## src/rtl/lfsr_xor_pkg.sv

```systemverilog
package lfsr_xor_pkg;
  localparam int unsigned PRI_LEN = 49;
  localparam int unsigned SEC_LEN = 42;

  // Feedback masks: bit i set means register bit i feeds the XOR.
  localparam logic [PRI_LEN-1:0] PRI_TAPS = (49'd1 << 48) | (49'd1 << 8);
  localparam logic [SEC_LEN-1:0] SEC_TAPS = (42'd1 << 41) | (42'd1 << 40)
                                          | (42'd1 << 19) | (42'd1 << 18);

  typedef enum logic {MODE_SINGLE = 1'b0, MODE_DUAL = 1'b1} gen_mode_e;

  // Combine register outputs according to the selected mode.
  function automatic logic mix_bits(gen_mode_e mode, logic pri_b, logic sec_b);
    return (mode == MODE_DUAL) ? (pri_b ^ sec_b) : pri_b;
  endfunction
endpackage

```

## src/rtl/lfsr_fib_core.sv

```systemverilog
module lfsr_fib_core #(
  parameter int unsigned LEN = 49,
  parameter logic [LEN-1:0] TAPS = '0
) (
  input  logic           clk,
  input  logic           rst_n,
  input  logic           load,
  input  logic [LEN-1:0] seed,
  input  logic           shift,
  output logic           out_bit
);
  logic [LEN-1:0] state_q;
  logic [LEN-1:0] seed_safe;
  logic           fb_bit;

  // Lock-up guard: an empty seed becomes 1.
  function automatic logic [LEN-1:0] sanitize(logic [LEN-1:0] s);
    return (s == '0) ? {{(LEN-1){1'b0}}, 1'b1} : s;
  endfunction

  function automatic logic parity_taps(logic [LEN-1:0] s);
    return ^(s & TAPS);
  endfunction

  assign seed_safe = sanitize(seed);
  assign fb_bit    = parity_taps(state_q);
  assign out_bit   = state_q[LEN-1];

  always_ff @(posedge clk or negedge rst_n) begin
    if (!rst_n)     state_q <= {{(LEN-1){1'b0}}, 1'b1};
    else if (load)  state_q <= seed_safe;
    else if (shift) state_q <= {state_q[LEN-2:0], fb_bit};
  end

  // register never holds zero
  a_r6_never_zero: assert property (@(posedge clk) disable iff (!rst_n)
    state_q != '0);
  // load captures the seed (zero replaced by one)
  a_r2_load_capture: assert property (@(posedge clk) disable iff (!rst_n)
    load |=> (state_q == (($past(seed) == '0) ? {{(LEN-1){1'b0}}, 1'b1} : $past(seed))));
  // shifting moves every bit one place toward the MSB
  a_r3_shift_move: assert property (@(posedge clk) disable iff (!rst_n)
    (shift && !load) |=> (state_q[LEN-1:1] == $past(state_q[LEN-2:0])));
  // idle register holds its value
  a_r2_hold: assert property (@(posedge clk) disable iff (!rst_n)
    (!shift && !load) |=> $stable(state_q));
endmodule

```

## src/rtl/reseed_tracker.sv

```systemverilog
module reseed_tracker #(
  parameter int unsigned LIMIT = 98
) (
  input  logic clk,
  input  logic rst_n,
  input  logic clear,
  input  logic bit_done,
  output logic req
);
  localparam int unsigned CW = $clog2(LIMIT + 1);
  localparam logic [CW-1:0] LIM = CW'(LIMIT);

  logic [CW-1:0] count_q;
  logic          last_bit;

  assign last_bit = bit_done && (count_q == LIM - CW'(1));

  always_ff @(posedge clk or negedge rst_n) begin
    if (!rst_n) begin
      count_q <= '0;
      req     <= 1'b0;
    end else if (clear) begin
      count_q <= '0;
      req     <= 1'b0;
    end else begin
      if (bit_done && count_q != LIM) count_q <= count_q + CW'(1);
      if (last_bit) req <= 1'b1;
    end
  end

  // count saturates at the budget
  a_r7_no_overflow: assert property (@(posedge clk) disable iff (!rst_n)
    count_q <= LIM);
  // request holds until a load
  a_r7_req_sticky: assert property (@(posedge clk) disable iff (!rst_n)
    (req && !clear) |=> req);
  // load clears request
  a_r8_clear: assert property (@(posedge clk) disable iff (!rst_n)
    clear |=> (!req && count_q == '0));
endmodule

```

## src/rtl/dual_lfsr_xor_gen.sv

```systemverilog
module dual_lfsr_xor_gen
  import lfsr_xor_pkg::*;
#(
  parameter int unsigned RESEED_BITS = 2 * PRI_LEN
) (
  input  logic               clk,
  input  logic               rst_n,
  input  logic               seed_load,
  input  logic [PRI_LEN-1:0] seed_pri,
  input  logic [SEC_LEN-1:0] seed_sec,
  input  logic               dual_mode,
  output logic               bit_out,
  output logic               bit_valid,
  output logic               reseed_req
);
  logic      armed_q;
  logic      pri_bit;
  logic      sec_bit;
  logic      step_en;
  gen_mode_e mode;

  assign mode      = gen_mode_e'(dual_mode);
  assign step_en   = armed_q && !seed_load;
  assign bit_valid = step_en;
  assign bit_out   = mix_bits(mode, pri_bit, sec_bit);

  always_ff @(posedge clk or negedge rst_n) begin
    if (!rst_n)         armed_q <= 1'b0;
    else if (seed_load) armed_q <= 1'b1;
  end

  lfsr_fib_core #(.LEN(PRI_LEN), .TAPS(PRI_TAPS)) u_pri (
    .clk(clk), .rst_n(rst_n), .load(seed_load), .seed(seed_pri),
    .shift(step_en), .out_bit(pri_bit));

  lfsr_fib_core #(.LEN(SEC_LEN), .TAPS(SEC_TAPS)) u_sec (
    .clk(clk), .rst_n(rst_n), .load(seed_load), .seed(seed_sec),
    .shift(step_en), .out_bit(sec_bit));

  reseed_tracker #(.LIMIT(RESEED_BITS)) u_track (
    .clk(clk), .rst_n(rst_n), .clear(seed_load), .bit_done(step_en),
    .req(reseed_req));

  // no request without a load ever seen
  a_r1_idle_quiet: assert property (@(posedge clk) disable iff (!rst_n)
    !armed_q |-> (!reseed_req && !bit_valid));
  // after a load, bits flow unless another load arrives
  a_r2_valid_after_load: assert property (@(posedge clk) disable iff (!rst_n)
    seed_load |=> (armed_q));
endmodule

```

## config.mk

```make
export PLATFORM = sky130hd
export DESIGN_NAME = dual_lfsr_xor_gen
export DESIGN_NICKNAME = d
export VERILOG_FILES = /design/src/rtl/lfsr_xor_pkg.sv /design/src/rtl/lfsr_fib_core.sv /design/src/rtl/reseed_tracker.sv /design/src/rtl/dual_lfsr_xor_gen.sv
export SDC_FILE = /design/constraint.sdc
export NUM_CORES = 1
export LEC_CHECK = 0
export BUFFER_PORTS_ARGS = -buffer_cell sky130_fd_sc_hd__buf_2
export CAP_MARGIN = 40
export CORE_MARGIN = 2
export CORE_UTILIZATION = 35
export CTS_CLUSTER_DIAMETER = 30
export CTS_CLUSTER_SIZE = 16
export DETAILED_ROUTE_END_ITERATION = 10
export GPL_TIMING_DRIVEN = 0
export SLEW_MARGIN = 40
export SYNTH_ARGS = -nofsm -noshare
export SYNTH_HDL_FRONTEND = slang
export SYNTH_HIERARCHICAL = 1
export SYNTH_SLANG_ARGS = --single-unit
```

## constraint.sdc

```tcl
create_clock -name clk -period 2 [get_ports clk]
set_input_delay 0.2 -clock clk [delete_from_list [all_inputs] [get_ports clk]]
set_output_delay 0.2 -clock clk [all_outputs]
set_load 0.01 [all_outputs]
```

==> metrics.md, run 1 <==
| Metric | Value |
|---|---|
| Buf/Inv on CP | 2 |
| Worst-Margin Slew | 588.0 ps |
| Worst reg2reg path startpoint | armed_q |
| WL met3 | 604 microns |
| Layout cell share with drive strength beyond 1 | between 20% and 30% |
| Clock Path Buffers | 2 |
| PortBufs | between 90 and 100 |
| Switching Fraction | between 20% and 30% |
| Layout Nets | between 600 and 700 |
| Mapped Avg Cell Area | around 10 sq um |
| Syn_nets | 580 |
| Comb pwr share | between 10 and 15% |
| Area delta synth->final | 21.33% |
| Max-cap viol count | 0 |
| Synthesized cell area | just under 5000 sq um |
| EDFF count, synth | 0 |
| Maximum VDD drop | between 0.0005 and 0.0006 V |
| Run status | complete, no violations |
| Max-slew violation count | 0 |
| Clock skew | 4.484 ps |
| Top Layer Used | met4 |
| Die X | roughly 120 microns |
| Commonest non-fill, non-tap cell in the layout | buf_2 |
| Final setup viols | 0 |
| Avg Vias per Cell | between 5 and 6 |
| Met2 wire len | between 5000 and 6000 microns |
| Vias | 3,943 |
| CP Launch Type | flip-flop |
| GPL Wtd Cong | roughly 0.79 |
| NetSw | ~1.2 mW |
| Cell count along the critical path | 5 |
| Hold Crit Class | in2reg |
| I/O pin cnt | 98 |
| Largest net degree at the start of global routing | 67 |
| CTS tree | built |
| Unrepaired setup endpoints after global routing | no |
| DRC | 0 |
| Cell Pwr Density | ~790 nW/um^2 |
| Hpwl dp | ~8700 microns |
| Highest Clock Rate | ~540 MHz |
| Yosys warning total | 6 |
| CP startpoint | armed_q |
| Main synth FF type | dfrtp_1 |
| Placed cell areas | between 5000 and 6000 sq um |
| FP Rows | 43 |
| Clock transition at the registers of the reported paths | 70 ps |
| Initial core utilization | 35.67% |
| Crit share post-route | 92.15% |
| DRT Wirelength | around 11,000 microns |
| H-tree depth | 3 |
| Critical path endpoint | u_sec/state_q[22] |
| Total gr overflow | 0 |
| Worst Reg-to-Reg Cells | 5 |
| Remaining antenna violation count | 0 |
| Wire per inst | roughly 15 microns |
| Vias in the first global route | about 4,000 |
| Leakage power figure | 2.827 nW |
| Syn Inst Count | 482 |
| Sequential Power Share | between 40% and 50% |
| Synth area leaders | dfrtp_1 50%, mux2i_1 18%, o21ai_0 9.1%, nand2_1 7.2%, nor4_2 2.0% |
| Design internal power | 3.512 mW |
| Area of all placed cells without fillers | 5984 sq um |
| R2r setup slk | approximately 160 ps |
| Critical Path Sink Type | flip-flop |
| Worst path arrival time | roughly 2100 ps |
| Reg2reg end | u_sec/state_q[22] |
| # resized after CTS | 0 |
| GRT Overall Usage | around 16% |
| CP required | about 2200 ps |
| Hold WS | ~80 ps |
| Seq/Total Area, Yosys | about half |
| Post-synth top area cell | dfrtp_1 |
| Slowest CP cell | nor2b_1 |
| Clk root buf | clkbuf_16 |
| Initial DRC count | around 160 |
| Fill cells | 1,347 |
| Crit Path Class | reg2reg |
| Endpoints failing hold | 0 |
| Synth unique cells | 31 |
| Slew headroom | 60.72% |
| Seq. cell area | 2505 sq um |
| First-pass GRT wire length | 18,930 microns |
| Core area | ~14,000 sq um |
| Die area | around 15,000 sq um |
| Clock network fraction of design power | a little over a third |
| Met1 Wirelength | around 5400 microns |
| Minimum clock period | between 1500 and 2000 ps |
| Crit-path leading delay family | buffers and inverters |
| Diodes inserted | 0 |
| Ys async rst share | 100.0% |
| Cts bufs inserted | 9 |
| Die height | 122.7 microns |
| DRT Pass-1 Iters | 4 |
| Synth top area share | approximately half |
| Clock Sink Count | 100 |
| Critical path, cell by cell | nor2b_1 -> buf_2 -> buf_4 -> mux2i_1 -> o21ai_0 |
| Area occupied by multi-input gates | roughly 2200 sq um |
| Later-pin clock latency in the skew report | 340 ps |
| Critical path's largest stage delay | about 500 ps |
| Initial antenna violation count | 0 |
| Crit Path Max Fanout | 10 |
| #FFs+latches synth | 100 |
| Commonest cells after routing, fill and taps aside | 105 x buf_2, 98 x dfrtp_1, 94 x nand2_1, 90 x o21ai_0, 88 x mux2i_1 |
how the worst min path moves through the flow:
stage	start	to	slack [ps]	depth (start not counted)
after floorplan	rst_n	armed_q	-100	0
after global placement	seed_sec[28]	u_sec/state_q[28]	420	3
after detailed placement	rst_n	u_pri/state_q[19]	80	1
after CTS	seed_sec[24]	u_sec/state_q[24]	60	3
after global routing	seed_sec[24]	u_sec/state_q[24]	70	3
final	seed_sec[26]	u_sec/state_q[26]	80	3
worst reg2reg max path: cells and delay by family (launching register included):
family / cells / cell delay, ps
AOI/OAI and AO/OA: 1 / 100
muxes: 1 / 220
DFF: 1 / 340
buffers and inverters: 2 / 550
and+or+nand+nor: 1 / 500
registers in the layout (all words and copies together) (netlist names):
| name | count |
|---|---|
| armed_q | 1 |
| u_sec/state_q | 42 |
| u_track/count_q | 7 |
| u_pri/state_q | 49 |
| u_track/req | 1 |
power groups by stage:
| stage | Combinational (mW) | Sequential [mW] | Clock [mW] |
|---|---|---|---|
| after detailed placement | 0.685 | 2.38 | 0 |
| after floorplan | 0.413 | 2.35 | 0 |
| after global placement | 0.657 | 2.37 | 0 |
| final | 0.681 | 2.35 | 1.72 |
| after global routing | 0.770 | 2.37 | 1.86 |
| after CTS | 0.689 | 2.35 | 1.78 |
cells in the mapped netlist (2+ instances only):
library cell and instances:
a211o_1 2, a211oi_1 2, a21oi_1 4, buf_1 2, buf_2 9, buf_4 9
clkbuf_1 12, dfrtp_1 98, dfstp_2 2, ha_1 3, inv_1 5, mux2_2 2
mux2i_1 88, nand2_1 94, nand3_1 2, nand4_1 5, nor2_1 11, nor2b_1 3
nor4_1 15, nor4_2 8, o21ai_0 90, or3_1 2, xnor2_1 5, xor2_1 2
area by class of cell:
type / count / share of cell area [%]
Timing Repair Buffer: 99 / 8.907
Buffer: 32 / 2.760
Clock inverter: 6 / 1.087
Clock buffer: 10 / 3.826
Inverter: 5 / 0.3136
Multi-Input combinational cell: 345 / 37.49
Sequential cell: 100 / 41.86
Tap cell: 180 / 3.763
metrics by stage:
step	power [mW]	setup TNS (ps)	utilization, %	std cells	setup WS, ps
2_1_floorplan	2.759	0	-	482	392.8
3_3_place_gp	3.031	-33680	40.81	759	-354.3
3_5_place_dp	3.069	0	41.08	760	152.3
4_1_cts	4.814	0	43.28	777	140.3
5_1_grt	5.002	0	43.28	777	6.986
6_report	4.744	0	43.28	777	157.1
metal layers:
metal | GRT usage [%] | vias to the layer above
met3 | 4.275 | 4
met2 | 26.14 | 107
li1 | - | 1926
met5 | 0 | -
met1 | 20.78 | 1906
met4 | 3.664 | 0
what timing repair did:
| action | 4_1_cts | 5_1_grt |
|---|---|---|
| hold buffers | 1 | 0 |
| endpoints found under the hold margin | 34 | 0 |
| setup buffers | 0 | 0 |
kinds of logic after synthesis:
| logic type | synth area share (%) |
|---|---|
| multiplexers | 18.32 |
| AO/OA/AOI/OAI | 10.88 |
| adder cells (fa/ha/maj) | 0.7611 |
| XOR/XNOR | 1.243 |
| buffers and inverters | 3.729 |
| flip-flops | 50.79 |
| AND/OR/NAND/NOR | 14.28 |
No activity file was read; power rests on OpenSTA's default activity.
==> inputs of run 2 (changes only) <==
==> constraint.sdc (replaced) <==
create_clock -name clk -period 2 [get_ports clk]
set_input_delay 0 -clock clk [delete_from_list [all_inputs] [get_ports clk]]
set_output_delay 0 -clock clk [all_outputs]
set_load 0.01 [all_outputs]
==> metrics.md, run 2 (same netlist as run 1, synthesis figures left out) <==
| Metric | Value |
|---|---|
| Crit Path Max Fanout | 10 |
| Fill cells | approximately 1,200 |
| Max-slew violation count | 0 |
| FP Rows | 43 |
| Commonest non-fill, non-tap cell in the layout | buf_2 |
| Diodes inserted | 0 |
| Post-Route Setup TNS | 0 ps |
| Met1 Usage GRT | a little over a fifth |
| Core area | 13,830 sq um |
| Maximum VDD drop | between 0.0006 and 0.0007 V |
| Die area | ~15,000 sq um |
| Met2 Resource Use GR | 30.70% |
| Highest Clock Rate | between 500 and 600 MHz |
| Initial antenna violation count | 0 |
| Initial DRC count | about 180 |
| Hold Crit Class | in2reg |
| Max-cap viol count | 0 |
| CTS tree | built |
| H-tree depth | 3 |
| Clock skew | 5.318 ps |
| DRT Wirelength | 12,610 microns |
| Clock Path Buffers | 2 |
| Fin cells | 868 |
| Hpwl dp | between 8000 and 9000 microns |
| First-pass GRT wire length | about 21,000 microns |
| Cts bufs inserted | 9 |
| Final setup viols | 0 |
| Slowest CP cell | dlygate4sd3_1 |
| Clock transition at the registers of the reported paths | approximately 70 ps |
| Unrepaired setup endpoints after global routing | no |
| Die height | about 120 microns |
| Later-pin clock latency in the skew report | 340 ps |
| Vias | 4,320 |
| Clk root buf | clkbuf_16 |
| DRC | 0 |
| Crit Path Class | in2reg |
| Remaining antenna violation count | 0 |
| GPL Wtd Cong | roughly 0.8 |
| CP required | 2210 ps |
| Endpoints failing hold | 0 |
| Placed insts | 760 |
| Post-CTS Setup Bufs | 0 |
| Critical Path Sink Type | flip-flop |
| Setup WS pre-CTS | 156.6 ps |
| Vias in the first global route | approximately 4,400 |
| GRT met3 Usage | under 10% |
| Critical path, cell by cell | dlygate4sd3_1 -> buf_2 -> nor2b_1 -> buf_2 -> buf_4 -> mux2i_1 -> o21ai_0 |
| Avg Vias per Cell | ~5.0 |
| GRT Overall Usage | 17.41% |
| Layout Nets | 781 |
| Largest net degree at the start of global routing | 67 |
| DRT Pass-1 Iters | 5 |
| Critical path's largest stage delay | ~540 ps |
| Final setup margin | about 140 ps |
| Most used cell, CP | buf_2 |
| Run status | complete, no violations |
| Slew headroom | 59.95% |
| Worst-Margin Slew | between 500 and 600 ps |
| Total gr overflow | 0 |
| Most flops, register | u_pri/state_q |
| PortBufs | 97 |
| I/O pin cnt | slightly below 100 |
| Gr busiest metal | met2 |
| Leakage power figure | 3.207 nW |
| Fin util | 49.87% |
| Area delta synth->final | 39.80% |
| Biggest regs | u_pri/state_q: 49 flops, u_sec/state_q: 42 flops, u_track/count_q: 7 flops |
| Layout cell share with drive strength beyond 1 | about a fifth |
| CP Launch Type | input port |
| Crit share post-route | 92.81% |
| Cell Pwr Density | roughly 710 nW/um^2 |
| Die X | ~120 microns |
| Initial core utilization | about 36% |
| Worst path arrival time | just over 2000 ps |
| Clock Sink Count | 100 |
| Commonest cells after routing, fill and taps aside | 105 x buf_2, 98 x dfrtp_1, 94 x nand2_1, 92 x dlygate4sd3_1, 90 x o21ai_0 |
| Largest register FFs | between 40 and 50 |
| Wire per inst | between 10 and 15 microns |
| # resized after CTS | 0 |
| Minimum clock period | 1856 ps |
-- run 2: cell types whose count changed in the layout (fill, tap and decap cells not counted), sizes merged --
cell,change
dlygate4sd3,+91
-- run 2: worst max-delay path: cells and delay by family --
| kind | cells | cell delay [ps] |
|---|---|---|
| buffers and inverters | 4 | 1270 |
| AOI/OAI and AO/OA | 1 | 100 |
| and+or+nand+nor | 1 | 480 |
| muxes | 1 | 210 |
-- run 2: layer usage --
| metal | share of wire (%) | vias to the layer above | routed length [microns] |
|---|---|---|---|
| li1 | - | 2107 | - |
| met1 | 45 | 2069 | 5723 |
| met2 | 49 | 134 | 6158 |
| met3 | 4.9 | 10 | 624 |
| met4 | 0.81 | 0 | 102 |
| met5 | 0 | - | 0 |
-- run 2: final timing paths --
check | startpoint | to | slack, ps | cells after the start
setup / recovery | seed_load | u_sec/state_q[35] | 140 | 7
hold / removal | seed_sec[0] | u_sec/state_q[0] | 30 | 4
setup reg to reg | armed_q | u_sec/state_q[35] | 160 | 5
hold reg to reg | armed_q | armed_q | 480 | 1
max in group asynchronous | rst_n | u_sec/state_q[0] | 1220 | 3
min in group asynchronous | rst_n | u_pri/state_q[19] | 120 | 2
-- run 2: power breakdown --
part	switching, mW	total, mW	leakage (nW)	internal [mW]
clock	0.747	1.72	0.142	0.970
sequential	0.121	2.35	1.22	2.23
combinational	0.394	0.825	1.84	0.431
-- run 2: final cells by class --
cell class	count	area [sq um]	area share (%)
plain buffers	32	165.2	2.395
inverters	5	18.77	0.2722
clock inverters	6	65.06	0.9436
flip-flops and latches	100	2505	36.33
multi-input cells	345	2243	32.53
well taps	180	225.2	3.266
repair buffers	190	1444	20.94
clock buffers	10	229.0	3.321
-- run 2: through the flow --
stage,power (mW),cell area (sq um),hold slack [ps]
after floorplan,2.759,4932,-295.6
after global placement,3.031,5643,220.9
after detailed placement,3.069,5680,-116.9
after CTS,4.949,6895,2.820
after global routing,5.148,6895,17.03
final,4.890,6895,26.71
-- run 2: repair_timing --
action                                 CTS  global route
setup endpoints to repair                0             0
endpoints found under the hold margin  190             0
hold buffers                            92             0
